==> config.mk <==
export PLATFORM = sky130hd
export DESIGN_NAME = stack_xfer_seq
export DESIGN_NICKNAME = d
export VERILOG_FILES = /design/src/rtl/stack_xfer_pkg.sv /design/src/rtl/stack_xfer_plan.sv /design/src/rtl/stack_xfer_ptr.sv /design/src/rtl/stack_xfer_seq.sv
export SDC_FILE = /design/constraint.sdc
export NUM_CORES = 1
export LEC_CHECK = 0
export ABC_AREA = 1
export BUFFER_PORTS_ARGS = -buffer_cell sky130_fd_sc_hd__buf_2
export CAP_MARGIN = 5
export CORE_MARGIN = 3
export CORE_UTILIZATION = 56
export DETAILED_ROUTE_END_ITERATION = 6
export GPL_TIMING_DRIVEN = 1
export PLACE_DENSITY = 0.84
export SLEW_MARGIN = 0
export SYNTH_ARGS = -nofsm -noshare
export SYNTH_HDL_FRONTEND = slang
export SYNTH_SLANG_ARGS = --single-unit
==> constraint.sdc <==
create_clock -name clk -period 4.34 [get_ports clk]
set_clock_uncertainty 0.05 [all_clocks]
set_input_delay 1.302 -clock clk [delete_from_list [all_inputs] [get_ports clk]]
set_output_delay 1.302 -clock clk [all_outputs]
set_load 0.02 [all_outputs]
==> src/rtl/stack_xfer_pkg.sv <==
package stack_xfer_pkg;
   typedef enum logic [2:0] {
      SEQ_IDLE,
      SEQ_LOAD,
      SEQ_XFER,
      SEQ_WB,
      SEQ_DONE
   } seq_state_e;

   // Interrupt-return pop encoding: base field and count
   localparam int unsigned RETI_BASE  = 5;
   localparam int unsigned RETI_COUNT = 3;
endpackage

==> src/rtl/stack_xfer_plan.sv <==
module stack_xfer_plan #(
   parameter int unsigned IDX_W   = 3,
   parameter int unsigned CNT_W   = 3,
   parameter bit          RETI_EN = 1'b1
) (
   input  logic             is_pop_i,
   input  logic [IDX_W-1:0] opa_i,
   input  logic [CNT_W-1:0] cnt_i,
   input  logic [IDX_W-1:0] opb_i,
   output logic [IDX_W-1:0] first_o,
   output logic [CNT_W-1:0] eff_o,
   output logic             reti_o
);
   import stack_xfer_pkg::*;

   localparam int unsigned NREG = 1 << IDX_W;
   localparam int unsigned W    = ((IDX_W > CNT_W) ? IDX_W : CNT_W) + 1;

   logic [W-1:0] cnt_x, first_x, room_x, push_eff, pop_eff;

   assign first_o  = opa_i + IDX_W'(1);
   assign cnt_x    = W'(cnt_i);
   assign first_x  = W'(first_o);
   assign room_x   = (first_o == '0) ? '0 : (W'(NREG) - first_x);
   assign push_eff = (cnt_x < first_x) ? cnt_x : first_x;
   assign pop_eff  = (cnt_x < room_x)  ? cnt_x : room_x;

   generate
      if (RETI_EN) begin : g_reti
         assign reti_o = is_pop_i && (opa_i == IDX_W'(RETI_BASE)) &&
                         (cnt_i == CNT_W'(RETI_COUNT)) && (opb_i == '0);
      end else begin : g_no_reti
         assign reti_o = 1'b0;
      end
   endgenerate

   always_comb begin
      if (reti_o)        eff_o = cnt_i;
      else if (is_pop_i) eff_o = CNT_W'(pop_eff);
      else               eff_o = CNT_W'(push_eff);
   end
endmodule

==> src/rtl/stack_xfer_ptr.sv <==
module stack_xfer_ptr #(
   parameter int unsigned ADDR_W = 16
) (
   input  logic              clk,
   input  logic              rst_n,
   input  logic              load_i,
   input  logic [ADDR_W-1:0] load_val_i,
   input  logic              step_i,
   input  logic              up_i,
   output logic [ADDR_W-1:0] ptr_o,
   output logic [ADDR_W-1:0] addr_o
);
   always_ff @(posedge clk or negedge rst_n) begin
      if (!rst_n)      ptr_o <= '0;
      else if (load_i) ptr_o <= load_val_i;
      else if (step_i) ptr_o <= up_i ? ptr_o + ADDR_W'(1) : ptr_o - ADDR_W'(1);
   end

   // Pop pre-increments: it addresses one above the pointer
   assign addr_o = up_i ? ptr_o + ADDR_W'(1) : ptr_o;
endmodule

==> src/rtl/stack_xfer_seq.sv <==
module stack_xfer_seq #(
   parameter int unsigned DATA_W  = 16,
   parameter int unsigned ADDR_W  = 16,
   parameter int unsigned IDX_W   = 3,
   parameter int unsigned CNT_W   = 3,
   parameter int unsigned FLAG_W  = 4,
   parameter bit          RETI_EN = 1'b1
) (
   input  logic              clk,
   input  logic              rst_n,
   input  logic              start_i,
   input  logic              is_pop_i,
   input  logic [IDX_W-1:0]  opa_i,
   input  logic [CNT_W-1:0]  cnt_i,
   input  logic [IDX_W-1:0]  opb_i,
   output logic              busy_o,
   output logic              done_o,
   output logic [IDX_W-1:0]  rf_rd_idx_o,
   input  logic [DATA_W-1:0] rf_rd_data_i,
   output logic              rf_wr_en_o,
   output logic [IDX_W-1:0]  rf_wr_idx_o,
   output logic [DATA_W-1:0] rf_wr_data_o,
   output logic              mem_req_o,
   output logic              mem_we_o,
   output logic [ADDR_W-1:0] mem_addr_o,
   output logic [DATA_W-1:0] mem_wdata_o,
   input  logic [DATA_W-1:0] mem_rdata_i,
   input  logic              mem_ack_i,
   output logic              irq_flags_ld_o,
   output logic [FLAG_W-1:0] irq_flags_o
);
   import stack_xfer_pkg::*;

   generate
      if (ADDR_W > DATA_W) begin : g_bad_addr_w
         $error("stack pointer must fit in a register: ADDR_W > DATA_W");
      end
      if (FLAG_W > DATA_W) begin : g_bad_flag_w
         $error("FLAG_W wider than DATA_W");
      end
      if (RETI_EN && (CNT_W < 2)) begin : g_bad_cnt_w
         $error("interrupt return needs CNT_W >= 2");
      end
   endgenerate

   seq_state_e       state_q;
   logic             pop_q, reti_q;
   logic [IDX_W-1:0] opb_q, first_q, cur_idx;
   logic [CNT_W-1:0] eff_q, k_q;
   logic [IDX_W-1:0] plan_first;
   logic [CNT_W-1:0] plan_eff;
   logic             plan_reti;
   logic             hs, last, flag_slot;
   logic [ADDR_W-1:0] ptr, addr;

   stack_xfer_plan #(.IDX_W(IDX_W), .CNT_W(CNT_W), .RETI_EN(RETI_EN)) i_plan (
      .is_pop_i (is_pop_i),
      .opa_i    (opa_i),
      .cnt_i    (cnt_i),
      .opb_i    (opb_i),
      .first_o  (plan_first),
      .eff_o    (plan_eff),
      .reti_o   (plan_reti)
   );

   stack_xfer_ptr #(.ADDR_W(ADDR_W)) i_ptr (
      .clk        (clk),
      .rst_n      (rst_n),
      .load_i     (state_q == SEQ_LOAD),
      .load_val_i (ADDR_W'(rf_rd_data_i)),
      .step_i     (hs),
      .up_i       (pop_q),
      .ptr_o      (ptr),
      .addr_o     (addr)
   );

   assign hs        = (state_q == SEQ_XFER) && mem_ack_i;
   assign last      = (k_q == (eff_q - CNT_W'(1)));
   assign flag_slot = reti_q && (k_q == CNT_W'(RETI_COUNT - 1));
   assign cur_idx   = pop_q ? (first_q + IDX_W'(k_q)) : (first_q - IDX_W'(k_q));

   always_ff @(posedge clk or negedge rst_n) begin
      if (!rst_n) begin
         state_q <= SEQ_IDLE;
         pop_q   <= 1'b0;
         reti_q  <= 1'b0;
         opb_q   <= '0;
         first_q <= '0;
         eff_q   <= '0;
         k_q     <= '0;
      end else begin
         case (state_q)
            SEQ_IDLE: if (start_i) begin
               pop_q   <= is_pop_i;
               reti_q  <= plan_reti;
               opb_q   <= opb_i;
               first_q <= plan_first;
               eff_q   <= plan_eff;
               k_q     <= '0;
               state_q <= SEQ_LOAD;
            end
            SEQ_LOAD: state_q <= (eff_q == '0) ? SEQ_DONE : SEQ_XFER;
            SEQ_XFER: if (mem_ack_i) begin
               k_q <= k_q + CNT_W'(1);
               if (last) state_q <= SEQ_WB;
            end
            SEQ_WB:   state_q <= SEQ_DONE;
            default:  state_q <= SEQ_IDLE;
         endcase
      end
   end

   always_ff @(posedge clk or negedge rst_n) begin
      if (!rst_n)              irq_flags_o <= '0;
      else if (irq_flags_ld_o) irq_flags_o <= mem_rdata_i[FLAG_W-1:0];
   end

   assign busy_o         = (state_q != SEQ_IDLE);
   assign done_o         = (state_q == SEQ_DONE);
   assign mem_req_o      = (state_q == SEQ_XFER);
   assign mem_we_o       = mem_req_o && !pop_q;
   assign mem_addr_o     = addr;
   assign mem_wdata_o    = rf_rd_data_i;
   assign rf_rd_idx_o    = (state_q == SEQ_LOAD) ? opb_q : cur_idx;
   assign irq_flags_ld_o = hs && pop_q && flag_slot;
   assign rf_wr_en_o     = (state_q == SEQ_WB) || (hs && pop_q && !flag_slot);
   assign rf_wr_idx_o    = (state_q == SEQ_WB) ? opb_q : cur_idx;
   assign rf_wr_data_o   = (state_q == SEQ_WB) ? DATA_W'(ptr) : mem_rdata_i;

   AST_REQ_HOLD: assert property (@(posedge clk) disable iff (!rst_n)
      mem_req_o && !mem_ack_i |=> mem_req_o && $stable(mem_addr_o) && $stable(mem_we_o));
   AST_PUSH_STEP: assert property (@(posedge clk) disable iff (!rst_n)
      mem_req_o && mem_ack_i && mem_we_o && !last |=> mem_req_o && (mem_addr_o == $past(mem_addr_o) - ADDR_W'(1)));
   AST_POP_STEP: assert property (@(posedge clk) disable iff (!rst_n)
      mem_req_o && mem_ack_i && !mem_we_o && !last |=> mem_req_o && (mem_addr_o == $past(mem_addr_o) + ADDR_W'(1)));
   AST_NO_SP_SLOT: assert property (@(posedge clk) disable iff (!rst_n)
      rf_wr_en_o && mem_req_o |-> rf_wr_idx_o != '0);
   AST_PUSH_NO_R0: assert property (@(posedge clk) disable iff (!rst_n)
      mem_req_o && mem_we_o |-> rf_rd_idx_o != '0);
   AST_WB_AFTER_LAST: assert property (@(posedge clk) disable iff (!rst_n)
      mem_req_o && mem_ack_i && last |=> rf_wr_en_o && !mem_req_o && (rf_wr_idx_o == opb_q));
   AST_DONE_PULSE: assert property (@(posedge clk) disable iff (!rst_n)
      done_o |=> !done_o && !busy_o);
   AST_FLAG_LOAD: assert property (@(posedge clk) disable iff (!rst_n)
      irq_flags_ld_o |=> irq_flags_o == $past(mem_rdata_i[FLAG_W-1:0]));
   AST_START_IGNORED: assert property (@(posedge clk) disable iff (!rst_n)
      busy_o && start_i |=> $stable(opb_q) && $stable(eff_q) && $stable(pop_q));

   always_comb begin
      if (rst_n) begin
         AST_FLAG_EXCL: assert (!(rf_wr_en_o && irq_flags_ld_o));
      end
   end
endmodule

# Word-level counts from Yosys, hierarchy flattened
# Cells that the tools add are included.
# classes
magnitude_cmp	2
n_eq_ne	11
reduce_logical	22
mul	0
div_mod_pow	0
n_bitwise	0
n_addsub	8
shift	0
mux	21
# op_table
op	count
$mux W16	5
$mux W3	13
$add A16 B1 Y16 const B	1
$sub A16 B1 Y16 const B	1
$eq A3 B2 Y1 const B	4
$logic_not A3 Y1	4
$pmux W3 S4	1
$logic_and A1 B1 Y1	9
$add A3 B1 Y3 const B	2
$eq A3 B3 Y1 const B	2
$pmux W3 S2	1
$reduce_and A3 Y1	2
$lt A3 B4 Y1	1
$mux W4	1
$ne A2 B1 Y1 const B	2
$reduce_bool A2 Y1	2
$sub A4 B3 Y4 const A	1
$add A3 B3 Y3	1
$eq A3 B1 Y1 const B	1
$eq A3 B3 Y1	1
$lt A3 B3 Y1	1
$reduce_bool A3 Y1	1
$sub A3 B1 Y3 const B	1
$sub A3 B3 Y3	1
other kinds (4)	5
# word_totals
ram_bits	0
output_inout_bits	64
word_cells	73
regBits	37
mem_bits_ro	0
inputBits	46
latch_bits	0
n_memories	0

# Longest topological paths before layout
# depth
word_depth	7
mapped_depth	17
ltp_nobuf	17

# Cells and area by module
# A second synthesis with hierarchy kept.
# unflattened
cells_unflattened	572
hier_area_um2	3727.3
# modules_own_cells
mod	seq_area_each_um2	cells_each	n_inst	area_each_um2
stack_xfer_ptr	400.4	309	1	1752.9
stack_xfer_seq	525.5	190	1	1587.8
stack_xfer_plan	0.0	73	1	386.6

# Least setup slack after synthesis
# OpenSTA, ideal clock, no wires.
# synth_path
path_kind	flip-flop to output port
start	reg k_q[0]
end	out rf_wr_idx_o[2]
path_slack_ns	1.017
required_time_ns	2.988
stages_incl_launch_ff	10
path_buffers	0
arrival_ns	1.971
cell_sequence	dfrtp_1 inv_1 ha_1 nand2_1 o21ai_0 fa_1 xor2_1 xor2_1 nand2_1 o21ai_0
# synth_between
elab_chain_cells	3
elab_cells_between_ends	4
cone_classes	add/sub (2); mux (2)
# synth_rtl
item	line_no	source
from (decl)	stack_xfer_seq.sv:49	logic [CNT_W-1:0] eff_q, k_q;
from (signal assigned)	stack_xfer_seq.sv:104	k_q <= k_q + CNT_W'(1);
$sub A3 B3 Y3 or $add A3 B3 Y3 (tied branches)	stack_xfer_seq.sv:80	assign cur_idx = pop_q ? (first_q + IDX_W'(k_q)) : (first_q - IDX_W'(k_q));
$mux W3 *	stack_xfer_seq.sv:80	
$mux W3 *	stack_xfer_seq.sv:127	assign rf_wr_idx_o = (state_q == SEQ_WB) ? opb_q : cur_idx;
to (decl)	stack_xfer_seq.sv:21	output logic [IDX_W-1:0] rf_wr_idx_o,
# Mark *: on every way between the ends. The rest lies on a longest branch, timed or not.

# Worst setup path in the final report
# layout_path
start	reg k_q[0]
end	out rf_rd_idx_o[2]
# layout_between
elab_chain_cells	3
elab_cells_between_ends	4
cone_classes	add/sub (2); mux (2)
# layout_rtl
item	line_no	source
$sub A3 B3 Y3 or $add A3 B3 Y3 (tied branches)	stack_xfer_seq.sv:80	
$mux W3 *	stack_xfer_seq.sv:80	
$mux W3 *	stack_xfer_seq.sv:124	assign rf_rd_idx_o = (state_q == SEQ_LOAD) ? opb_q : cur_idx;
to (decl)	stack_xfer_seq.sv:18	output logic [IDX_W-1:0] rf_rd_idx_o,
# Marked as above.

==> summary.txt <==
Status: complete, no violations
Initial DRC count: 257
Die ar.: 7150 um2
Sequential Power Share: 22.5%
Synth Register Bits: 37
Fmax achieved: 254 MHz
Sw Ratio: 57.6%
Final Max Slew Viols: 0
Synth top area share: 26.8%
Multi-input gate area: 2060 um2
Post-CTS Setup Bufs: 0
Worst R2R Start: state_q[2]$_DFFE_PN0P_
Synth Instances: 534
Clock-pin transition on the worst setup and hold timing paths: 0.09 ns
Number of CTS-inserted buffers: 5
RePlAce Congestion: 0.887
Power Density: 749 nW/um2
Total GRT Usage: 26.5%
Fin nets: 680
Max IR drop VDD: 0.000437 V
Clock tree sinks: 37
Cts hold-fix bufs: 0
Resize count post-CTS: 0
Initial antenna violation count: 0
Synth Cell Area: 3450 um2
Die Ht: 84.5 um
Design area: 3980 um2
Leakage: 2.22 nW
Crit. End Element: output port
Net Sw Power: 1.72 mW
CP top delay family: adder cells
Final antenna diode count: 0
Initial core utilization: 60.2%
Core area: 5740 um2
CP max-delay cell: fa_1
WP data arrival: 2.58 ns
Layout cell share with drive strength beyond 1: 23.0%
Min cycle time layout: 3.93 ns
Hold Crit Start: irq_flags_o[2]$_DFFE_PN0P_
Vias in the first global route: 3,504
Clock latency on the worst-skew pair: 0.30 ns
Pre-Repair DR Iteration Count: 5
WP data required: 2.99 ns
Final HPWL DP: 7220 um
Final hold vios: 0
Dominant cell type by area after synthesis: dfrtp_1
Final-report setup violation count: 0
Setup TNS: 0 ns
Clock share of power: 8.4%
# port buffers: 109
CTS tree: done
Worst reg2reg setup slack: 2.06 ns
Syn_area_per_cell: 6.47 um2
Hold/Removal Path Class: flip-flop to flip-flop
Register area: 926 um2
Endpoint, Worst Hold: irq_flags_o[2]$_DFFE_PN0P_
FP Rows: 27
CP Class: flip-flop to output port
Final worst path period share: 90.6%
Placed Area: 3900 um2
R2R cell count: 10
Routed WL per cell: 13.7 um
RSZ-0062 raised after global routing: no
Distinct cells, synth: 35
Routed vias: 3,807
Crit-path cells: inv_1 > ha_1 > nand2_1 > o21ai_0 > fa_1 > xor2_1 > xor2_1 > nand2_1 > o21ai_0 > buf_2
Worst hold path stage count: 1
DRT Wirelength: 9470 um
First-pass GRT wire length: 15,700 um
Num ports: 110
Startpoint Class: flip-flop
Fillers: 551
P&R area growth vs syn: 15.3%
Post-DRT Antenna Nets: 0
Slew headroom: 42.9%
CP max stage delay: 0.44 ns
Gate power share: 69.1%
Crit path max fanout: 5
Vias per inst: 5.53
Post-synth net total: 598
Pin count of the biggest net entering global routing: 40
Sequential area share after synthesis: 26.8%
R2r endpoint: i_ptr.ptr_o[5]$_DFFE_PN0P_
CTS Buffer Depth: 2
Max cap viols: 0
Number of synthesized flops with an enable pin: 0
H-tree depth: 2
DRC Markers: 0
Top_reg_cell synth: dfrtp_1
Grt ovf: 0
Top cells by area, synth: dfrtp_1 27%, nand2_1 15%, o21ai_0 11%
Int Power: 1.27 mW
FFs w/ async S/R, synth: 100%
Die Wd: 84.5 um
Syn. warnings: 0
Measured slew at the worst slew-check pin: 0.856 ns
CTS Root Cell: clkbuf_8
Crit path buf inv count: 2
logic make-up after synthesis:
logic type               share of synthesized area [%]
AO/OA/AOI/OAI                                     16.7
XOR/XNOR                                          3.04
adder cells (fa/ha/maj)                           6.74
buffers and inverters                             13.5
flip-flops                                        26.8
multiplexers                                      1.30
AND/OR/NAND/NOR                                   32.0
layout make-up:
| class | instances | area share [%] |
|---|---|---|
| Sequential cell | 37 | 23.2 |
| Inverter | 66 | 6.28 |
| Clock inverter | 3 | 0.440 |
| Clock buffer | 5 | 1.73 |
| Timing Repair Buffer | 112 | 14.3 |
| Tap cell | 72 | 2.26 |
| Multi-Input combinational cell | 394 | 51.8 |
worst reg2reg max path, stage by stage, from the launching register on:
cell and delay [ns]:
dfrtp_1 0.36, inv_1 0.11, nand2_1 0.09, nor2_2 0.28
inv_1 0.19, buf_4 0.26, nand2_2 0.38, inv_1 0.23
nand2_1 0.12, o211ai_1 0.09, inv_1 0.06
worst max-delay path by stage:
stage | startpoint | end | slack, ns | cells after the start
after floorplan | k_q[0]$_DFFE_PN0P_ | rf_wr_idx_o[2] | 1.02 | 9
after global placement | k_q[0]$_DFFE_PN0P_ | rf_wr_idx_o[2] | 0.91 | 10
after detailed placement | k_q[0]$_DFFE_PN0P_ | rf_rd_idx_o[2] | 0.76 | 10
after CTS | k_q[0]$_DFFE_PN0P_ | rf_rd_idx_o[2] | 0.42 | 10
after global routing | k_q[0]$_DFFE_PN0P_ | rf_rd_idx_o[2] | 0.21 | 10
final | k_q[0]$_DFFE_PN0P_ | rf_rd_idx_o[2] | 0.41 | 10
per-layer routing:
layer / routed length [um] / vias to the layer above / track usage (%)
met3: 742 / 18 / 4.61
li1: - / 1888 / -
met5: 0 / - / 0
met2: 4480 / 174 / 46.1
met1: 4120 / 1727 / 33.9
met4: 129 / 0 / 7.05
placed cells by master, fill, tap and decap left out, types with 2 or more instances in the layout:
cell	instances
nand3_1	47
buf_2	109
a21oi_1	15
nor2_4	2
dfrtp_1	37
inv_2	5
or2_2	2
o21ai_1	2
o211ai_1	4
nor2_1	39
nor3_1	6
ha_1	17
nand2_1	136
nand4_1	8
nand2_2	2
nor2_2	6
o21ai_0	76
o22ai_1	4
nand3_2	2
xnor2_1	2
xor2_1	10
clkbuf_8	5
buf_4	3
o21a_1	2
inv_1	60
mux2_1	4
clkinv_2	2
cells in the mapped netlist, drive strengths merged, types with 2 or more instances:
cell / count
xnor2: 2
buf: 27
nand3: 49
o211ai: 4
nor2: 47
a21oi: 15
or2: 2
inv: 66
nor3: 7
o21ai: 78
o22ai: 4
clkbuf: 10
xor2: 10
dfrtp: 37
nand2: 139
mux2: 4
o21a: 2
nand4: 8
ha: 17
registers in the layout, summed over array words and instances (netlist names):
| name | flops |
|---|---|
| i_ptr.ptr_o | 16 |
| irq_flags_o | 4 |
| eff_q | 3 |
| first_q | 3 |
| k_q | 3 |
| opb_q | 3 |
| state_q | 3 |
| pop_q | 1 |
| reti_q | 1 |
through the flow:
step           hold WS, ns  power [mW]  cells  setup slack, ns  utilization [%]
4_1_cts              0.443        2.97    689            0.425             69.4
5_1_grt              0.470        3.26    689            0.211             69.4
2_1_floorplan        0.403        2.16    534             1.02                -
3_3_place_gp         0.416        2.66    681            0.911             67.9
6_report             0.441        2.99    689            0.408             69.4
3_5_place_dp         0.425        2.72    681            0.756             67.9
power by group through the flow:
stage,registers [mW],clock network (mW),logic [mW]
after floorplan,0.598,0,1.56
final,0.671,0.251,2.06
after CTS,0.665,0.249,2.06
after detailed placement,0.671,0,2.05
after global routing,0.691,0.269,2.30
after global placement,0.665,0,2.00
Power figures use the tool's default switching activity.
